File: config.mk
export PLATFORM = sky130hd
export DESIGN_NAME = pmr_reduce
export DESIGN_NICKNAME = d
export VERILOG_FILES = /design/src/rtl/pmr_pkg.sv /design/src/rtl/pmr_fold.sv /design/src/rtl/pmr_csub.sv /design/src/rtl/pmr_ctrl.sv /design/src/rtl/pmr_reduce.sv
export SDC_FILE = /design/constraint.sdc
export NUM_CORES = 2
export LEC_CHECK = 0
export ABC_AREA = 1
export ABC_CLOCK_PERIOD_IN_PS = 16550
export BUFFER_PORTS_ARGS = -buffer_cell sky130_fd_sc_hd__buf_2
export CORE_ASPECT_RATIO = 1.5
export CORE_MARGIN = 5
export CORE_UTILIZATION = 45
export DETAILED_ROUTE_END_ITERATION = 7
export GPL_ROUTABILITY_DRIVEN = 0
export PLACE_DENSITY = 0.6
export SKIP_CTS_REPAIR_TIMING = 1
export SYNTH_ARGS = -nofsm -noshare
export SYNTH_HDL_FRONTEND = slang
export SYNTH_SLANG_ARGS = --single-unit
File: constraint.sdc
create_clock -name clk -period 16.55 [get_ports clk]
set_input_delay 0.8275 -clock clk [delete_from_list [all_inputs] [get_ports clk]]
set_output_delay 0.8275 -clock clk [all_outputs]
set_load 0.005 [all_outputs]
File: src/rtl/pmr_pkg.sv
`timescale 1ns/1ps
package pmr_pkg;
    localparam int PMR_WORD_W = 32;
    localparam int PMR_COEF_W = 15;

    typedef enum logic [1:0] {
        OP_FULL   = 2'd0,
        OP_FOLD   = 2'd1,
        OP_SETTLE = 2'd2,
        OP_ALT    = 2'd3
    } pmr_op_e;

    typedef enum logic [1:0] {
        ST_IDLE,
        ST_FOLD2,
        ST_FOLD3,
        ST_SUB
    } pmr_state_e;

    function automatic logic is_multi_cycle(pmr_op_e op);
        return op != OP_SETTLE;
    endfunction
endpackage

File: src/rtl/pmr_fold.sv
`timescale 1ns/1ps
// One fold: keep the low n bits, add c times the part above bit n.
module pmr_fold #(
    parameter int IN_W   = 64,
    parameter int OUT_W  = 48,
    parameter int EXP_W  = 6,
    parameter int COEF_W = 15
) (
    input  logic [IN_W-1:0]   x_i,
    input  logic [EXP_W-1:0]  n_i,
    input  logic [COEF_W-1:0] c_i,
    output logic [OUT_W-1:0]  y_o
);
    logic [IN_W-1:0] mask;
    logic [IN_W-1:0] lo;
    logic [IN_W-1:0] hi;
    logic [IN_W-1:0] prod;

    always_comb begin
        mask = (IN_W'(1) << n_i) - IN_W'(1);
        lo   = x_i & mask;
        hi   = x_i >> n_i;
        prod = hi * IN_W'(c_i);
        y_o  = OUT_W'(lo + prod);
    end
endmodule

File: src/rtl/pmr_csub.sv
`timescale 1ns/1ps
// Conditional subtraction of p = 2^n - c.
module pmr_csub #(
    parameter int WORD_W = 32,
    parameter int ACC_W  = 48,
    parameter int EXP_W  = 6,
    parameter int COEF_W = 15
) (
    input  logic [ACC_W-1:0]  v_i,
    input  logic [EXP_W-1:0]  n_i,
    input  logic [COEF_W-1:0] c_i,
    output logic [WORD_W-1:0] r_o
);
    logic [ACC_W-1:0] p;
    logic [ACC_W-1:0] diff;

    always_comb begin
        p    = (ACC_W'(1) << n_i) - ACC_W'(c_i);
        diff = v_i - p;
        r_o  = (v_i >= p) ? WORD_W'(diff) : WORD_W'(v_i);
    end
endmodule

File: src/rtl/pmr_ctrl.sv
`timescale 1ns/1ps
module pmr_ctrl
    import pmr_pkg::*;
(
    input  logic    clk,
    input  logic    rst,
    input  logic    start_i,
    input  pmr_op_e op_i,
    output logic    fold_fresh_o,
    output logic    fold_en_o,
    output logic    res_fold_o,
    output logic    res_sub_o,
    output logic    settle_o,
    output logic    full_o,
    output logic    busy_o,
    output logic    done_o
);
    pmr_state_e st_q, st_d;
    logic       full_q;
    logic       done_q;
    logic       idle;
    logic       accept_any;
    logic       accept_fold;
    logic       accept_settle;

    always_comb begin
        idle          = (st_q == ST_IDLE);
        accept_any    = idle && start_i;
        accept_fold   = accept_any && is_multi_cycle(op_i);
        accept_settle = accept_any && !is_multi_cycle(op_i);
        st_d = st_q;
        unique case (st_q)
            ST_IDLE:  if (accept_fold) st_d = ST_FOLD2;
            ST_FOLD2: st_d = ST_FOLD3;
            ST_FOLD3: st_d = full_q ? ST_SUB : ST_IDLE;
            ST_SUB:   st_d = ST_IDLE;
            default:  st_d = ST_IDLE;
        endcase
    end

    always_comb begin
        fold_fresh_o = accept_fold;
        fold_en_o    = accept_fold || (st_q == ST_FOLD2) || (st_q == ST_FOLD3 && full_q);
        res_fold_o   = (st_q == ST_FOLD3) && !full_q;
        res_sub_o    = (st_q == ST_SUB);
        settle_o     = accept_settle;
        full_o       = full_q;
        busy_o       = !idle;
        done_o       = done_q;
    end

    always_ff @(posedge clk) begin
        if (rst) begin
            st_q   <= ST_IDLE;
            full_q <= 1'b0;
            done_q <= 1'b0;
        end else begin
            st_q   <= st_d;
            done_q <= res_fold_o || res_sub_o || accept_settle;
            if (accept_any) full_q <= (op_i != OP_FOLD);
        end
    end
endmodule

File: src/rtl/pmr_reduce.sv
`timescale 1ns/1ps
module pmr_reduce
    import pmr_pkg::*;
#(
    parameter int WORD_W = PMR_WORD_W,
    parameter int COEF_W = PMR_COEF_W,
    localparam int OPND_W = 2 * WORD_W,
    localparam int EXP_W  = $clog2(WORD_W + 1),
    localparam int ACC_W  = WORD_W + COEF_W + 1
) (
    input  logic              clk,
    input  logic              rst,
    input  logic              start_i,
    input  logic [1:0]        op_i,
    input  logic [OPND_W-1:0] operand_i,
    input  logic [EXP_W-1:0]  exp_n_i,
    input  logic [COEF_W-1:0] coef_c_i,
    output logic              busy_o,
    output logic              done_o,
    output logic [WORD_W-1:0] result_o
);
    typedef struct packed {
        logic [EXP_W-1:0]  n;
        logic [COEF_W-1:0] c;
    } cfg_t;

    cfg_t              cfg_q, cfg_in, cfg_sel;
    logic [ACC_W-1:0]  acc_q;
    logic [WORD_W-1:0] res_q;
    logic [OPND_W-1:0] fold_x;
    logic [ACC_W-1:0]  fold_y;
    logic [ACC_W-1:0]  sub_v;
    logic [WORD_W-1:0] sub_r;
    logic fold_fresh, fold_en, res_fold, res_sub, settle_go, full_w;

    pmr_ctrl u_ctrl (
        .clk          (clk),
        .rst          (rst),
        .start_i      (start_i),
        .op_i         (pmr_op_e'(op_i)),
        .fold_fresh_o (fold_fresh),
        .fold_en_o    (fold_en),
        .res_fold_o   (res_fold),
        .res_sub_o    (res_sub),
        .settle_o     (settle_go),
        .full_o       (full_w),
        .busy_o       (busy_o),
        .done_o       (done_o)
    );

    always_comb begin
        cfg_in  = '{n: exp_n_i, c: coef_c_i};
        cfg_sel = (fold_fresh || settle_go) ? cfg_in : cfg_q;
        fold_x  = fold_fresh ? operand_i : OPND_W'(acc_q);
        sub_v   = settle_go ? ACC_W'(res_q) : acc_q;
    end

    pmr_fold #(
        .IN_W   (OPND_W),
        .OUT_W  (ACC_W),
        .EXP_W  (EXP_W),
        .COEF_W (COEF_W)
    ) u_fold (
        .x_i (fold_x),
        .n_i (cfg_sel.n),
        .c_i (cfg_sel.c),
        .y_o (fold_y)
    );

    pmr_csub #(
        .WORD_W (WORD_W),
        .ACC_W  (ACC_W),
        .EXP_W  (EXP_W),
        .COEF_W (COEF_W)
    ) u_csub (
        .v_i (sub_v),
        .n_i (cfg_sel.n),
        .c_i (cfg_sel.c),
        .r_o (sub_r)
    );

    always_ff @(posedge clk) begin
        if (rst) begin
            cfg_q <= '0;
            acc_q <= '0;
            res_q <= '0;
        end else begin
            if (fold_fresh || settle_go) cfg_q <= cfg_in;
            if (fold_en) acc_q <= fold_y;
            if (res_fold) res_q <= WORD_W'(fold_y);
            else if (res_sub || settle_go) res_q <= sub_r;
        end
    end

    assign result_o = res_q;
endmodule

* After elaboration in Yosys (flattened, before gate mapping)
Cells that the tools add are included.
Word-level totals: register bits 105, bits in latches 0, bits in writable memories 0, ROM bits 0, input bits 90, output and inout bits 34, word-level logic and storage cells 48, memories kept 0
Operators by class: add/subtract/negate cells 4, multipliers 1, div/mod/pow operators 0, order comparisons 1, eq/ne operators 6, shift operators 3, multiplexer cells 9, bitwise logic cells 1, reduce and logical (&&, ||, !) cells 16
Operator list (number):
- $mux W32 | 3
- $shl A1 B6 Y48 const A | 2
- $mul A64 B15 Y48 | 1
- $mux W64 | 1
- $shr A64 B6 Y64 | 1
- $add A48 B48 Y48 | 1
- $and A48 B48 Y48 | 1
- $ge A48 B48 Y1 | 1
- $mux W48 | 1
- $sub A48 B15 Y48 | 1
- $sub A48 B2 Y48 const B | 1
- $sub A32 B32 Y32 | 1
- $mux W21 | 1
- $pmux W2 S4 | 1
- $logic_or A1 B1 Y1 | 6
- $logic_and A1 B1 Y1 | 5
- $eq A2 B2 Y1 const B | 2
- $mux W2 | 2
- $ne A2 B2 Y1 const B | 2
- $logic_not A1 Y1 | 3
- $eq A2 B1 Y1 const B | 1
- $logic_not A2 Y1 | 1
- $ne A2 B1 Y1 const B | 1
- $reduce_bool A2 Y1 | 1

* Logic depth before layout (Yosys ltp)
depth after elaboration 11, depth in mapped cells 56, depth with buffers taken out 52

* Modules after synthesis
Synthesis repeated with hierarchy kept, for this count alone.
Second synthesis, totals: cells, all modules 5663, area total of the unflattened synthesis 36467.5 µm²
By module, submodules not included:
- pmr_fold | instances 1, cells each 3588, area an instance 24835.1 µm², sequential area each 0.0 µm²
- pmr_csub | instances 1, cells each 1153, area an instance 5905.7 µm², sequential area each 0.0 µm²
- pmr_reduce | instances 1, cells each 884, area an instance 5507.8 µm², sequential area each 2021.9 µm²
- pmr_ctrl | instances 1, cells each 38, area an instance 219.0 µm², sequential area each 80.1 µm²

* Worst setup path after synthesis
No wires, ideal clock.
path type input port to flip-flop, from input op_i[0], to register acc_q[23], setup time 0.116 ns, arrival 8.448 ns, required time 16.434 ns, path slack 7.986 ns, stages 46, path buffers 3, cells stage by stage inv_1 -> nand2_1 -> nand3_2 -> buf_2 -> buf_2 -> buf_2 -> o21ai_0 -> inv_1 -> o21ai_0 -> o21ai_0 -> o21ai_0 -> nor2_1 -> a31oi_1 -> nand2_1 -> o21ai_0 -> inv_1 -> nand2_1 -> clkinv_1 -> [10 not listed] -> fa_1 -> inv_1 -> ha_1 -> a21oi_1 -> inv_1 -> a21oi_1 -> inv_1 -> a21oi_1 -> o21ai_0 -> a21oi_1 -> inv_1 -> a21oi_1 -> inv_1 -> a21oi_1 -> or2_2 -> nand3_1 -> o211ai_1 -> inv_1
On the way: longest elaborated chain between the ends 9, elaborated cells on any way between the ends 15, classes of those cells add/sub: 2; mul: 1; eq/ne: 1; shift: 2; mux: 2; bitwise: 1; reduce/logical: 6
Ends and longest elaborated chain:
- from (decl) | RTL line pmr_reduce.sv:14 | input logic [1:0] op_i,
- $ne A2 B2 Y1 (*) | RTL line pmr_pkg.sv:21 | return op != OP_SETTLE;
- branches (longest 8 deep; another with $mul A64 B15 Y48)
- to (signal assigned) | RTL line pmr_reduce.sv:89 | if (fold_en) acc_q <= fold_y;
- to (decl) | RTL line pmr_reduce.sv:28 | logic [ACC_W-1:0] acc_q;
Every way passes the cells marked *. A chain may end at the register's enable or synchronous reset.

* Worst setup path in the final report
from register u_ctrl.st_q[1], to register acc_q[44]
On the way: longest elaborated chain between the ends 9, elaborated cells on any way between the ends 18, classes of those cells add/sub: 2; mul: 1; eq/ne: 2; shift: 2; mux: 2; bitwise: 1; reduce/logical: 8
Ends and longest elaborated chain:
- from (decl) | RTL line pmr_ctrl.sv:18 | pmr_state_e st_q, st_d;
- from (signal assigned) | RTL line pmr_ctrl.sv:58 | st_q <= st_d;
- branches (longest 9 deep; another with $mul A64 B15 Y48)
Parallel ways; which one is timed is not known.

==> results.md <==
- Status: finished clean
- I/O pin count: 124
- Final setup viols: 0
- Critical path capture point type: flop
- Die X: 231 um
- Die area: about 79000 um^2
- Via count: roughly 33000
- Commonest cells post-synth: nand2_1, inv_1, fa_1, nor2_1, nand3_1
- Synth cell types: 59
- H-tree Lvls: 3
- CP max stage cell: nand2_4
- Starting Density: 0.454
- TritonRoute pass-1 iters: 7
- Synth Net Count: 5641
- Post-synthesis compound-gate area fraction: 0.106
- PortBufs: 123
- Hold/Removal Path Class: flop to flop
- Setup WS post-layout: 5260 ps
- Hold Fails Final Rpt: 0
- Arrival @ worst endpoint: about 12000 ps
- Worst Path Required: ~17000 ps
- Seq/Total Area, Yosys: 0.0638
- Startpoint Class: flop
- CTS tree: built
- Highest Clock Rate: between 80 and 90 MHz
- Xor/xnor share of the synthesized area: 0.0313
- Final net count: 5616
- Max Root-Sink Buffers: 2
- Most frequent cell after synthesis: nand2_1
- Async SR Flop Fraction: 0
- Simple-Gate Fraction of Synth Area: 0.270
- Placement Setup Slack: 5130 ps
- Row cnt: 121
- Sequential cell area: 2100 um^2
- Post-synth top flop: dfxtp_1
- Dpl cells: 5747
- Core Footprint: 72700 um^2
- CP max FO: 80
- Setup TNS: 0 ps
- Worst Skew: between 30 and 40 ps
- Clk Latency, worst-skew pair: 430 ps
- Top cell type's share of synthesized area: 0.330
- Final hold slack: 484 ps
- Initial antenna violation count: 0
- Largest net degree at the start of global routing: 87
- Clk slew on worst S/H paths: 110 ps
- Non-filler cells, final: 5763
- First-pass GRT wire length: ~200000 um
- Root buf cell: clkbuf_16
- Area Overhead vs Synth: 4.74%
- Synth warnings: 0
- Syn Std Cell Area: between 30000 and 40000 um^2
- TritonCTS Sinks: 105
- Share of cells above drive strength 1: 0.0603
- Slowest Stage Delay on Critical Path: 700 ps
- Most common cell on crit path: nand2_1
- Period utilization: 0.682
- Synth top area cells: fa_1, nand2_1, inv_1
- Die height: 342 um
- Peak-usage layer in the global routing report: met2
- Num CTS Buffers: 9
- DRT iter0 DRCs: 3044
- Vias in the first global route: 33343
- Grt met2 use: 0.556
- Relative slew slack: 0.196
- Post-DR wirelength/cell: 23.0 um
- Vias per cell: between 5 and 6
- Met1 Use GR: 0.397
- Post-synth EDFFs: 0
- Global Route Usage Sum: 0.333
- Residual DRC: 0
- Multiplexer share of the synthesized area: 0.00577
- Measured slew at the worst slew-check pin: ~1200 ps
- Antenna Cells: 0
- Grt ovf: 0
- Cell taking the most area after synthesis: fa_1
- Post-synthesis register bit count: 105
- Critical path type: flop to flop
- Max Cap Viol: 0
- Antenna-violating nets left: 0
- RSZ-0062 raised after global routing: no
- Area of the multi-input gates: 26400 um^2
- Final min period: 11290 ps
- Final WL: 132000 um
- Max-slew violations: 0
- HPWL after DPL: 107000 um
- Post-Synth Adder-Cell Area: 0.386
- Main combinational cell family by area after synthesis: adder cells
- Cells after synthesis: 4861
- Fillers: 7669
- Synth Area per Inst: just under 7 um^2
- Met3 usage: 0.0530
==> logic make-up (layout without fill, tap and decap cells) <==
logic type               after synthesis  in the layout
flip-flops                           105            105
AO/OA/AOI/OAI                        609            609
XOR/XNOR                             118            118
multiplexers                          19             19
AND/OR/NAND/NOR                     2155           2155
adder cells (fa/ha/maj)              690            690
buffers and inverters               1165           1145
==> state kept, by name, indices dropped and copies added, names as in the netlist <==
signal	count
cfg_q	21
acc_q	48
u_ctrl.full_o	1
u_ctrl.st_q	2
result_o	32
u_ctrl.done_o	1
==> worst max-delay path: cells and delay by family (launching register included) <==
family	cells	cell delay, ps
buf+inv	11	1830
flops	1	360
simple gates	18	3490
fa+ha+maj	7	3370
compound gates	7	2030
==> placed cells by master (no fill, tap or decap), types with 11 or more instances in the layout <==
cell type and count:
clkinv_1 25, mux2i_1 19, xor2_1 68, o21ai_2 12, a31oi_1 21, o211ai_1 37
nor3_1 32, fa_1 544, nand4_1 40, a21oi_1 179, buf_4 48, nand2_1 1214
dfxtp_1 105, ha_1 146, o21ai_1 13, xnor2_1 50, inv_2 20, inv_1 913
nor2_1 480, o221ai_1 25, a32o_1 11, nor2_2 11, o21ai_0 260, nand3_1 300
buf_2 123, or2_2 31
==> path summary, 6_finish.rpt <==
kind	startpoint	end	slack, ps	depth (start not counted)
worst min-delay path	result_o[31]$_SDFFE_PP0P_	result_o[31]$_SDFFE_PP0P_	480	2
worst min register to register	result_o[31]$_SDFFE_PP0P_	result_o[31]$_SDFFE_PP0P_	480	2
worst max-delay path	u_ctrl.st_q[1]$_SDFFE_PP0P_	acc_q[44]$_SDFFE_PP0P_	5260	43
worst max register to register	u_ctrl.st_q[1]$_SDFFE_PP0P_	acc_q[44]$_SDFFE_PP0P_	5260	43
==> layout make-up <==
| cell class | count | area share |
|---|---|---|
| multi-input cells | 3591 | 0.764 |
| clock buffers | 9 | 0.00652 |
| flip-flops and latches | 105 | 0.0609 |
| repair buffers | 171 | 0.0283 |
| clock inverters | 7 | 0.00246 |
| well taps | 922 | 0.0334 |
| inverters | 958 | 0.104 |
==> through the flow <==
stage | utilization | instance area [um^2]
2_1_floorplan | - | 33000
3_3_place_gp | 0.471 | 34200
3_5_place_dp | 0.471 | 34200
4_1_cts | 0.475 | 34500
5_1_grt | 0.475 | 34500
6_report | 0.475 | 34500
==> metal layers <==
layer  vias to the layer above  part of all wire
met5                         -                 0
met4                         0             0.085
met2                      1785              0.47
met3                       494             0.083
li1                      14840                 -
met1                     15794              0.36
Power is not shown: default switching activity piles up to over one toggle a cycle in this logic, so the estimate is an artifact.
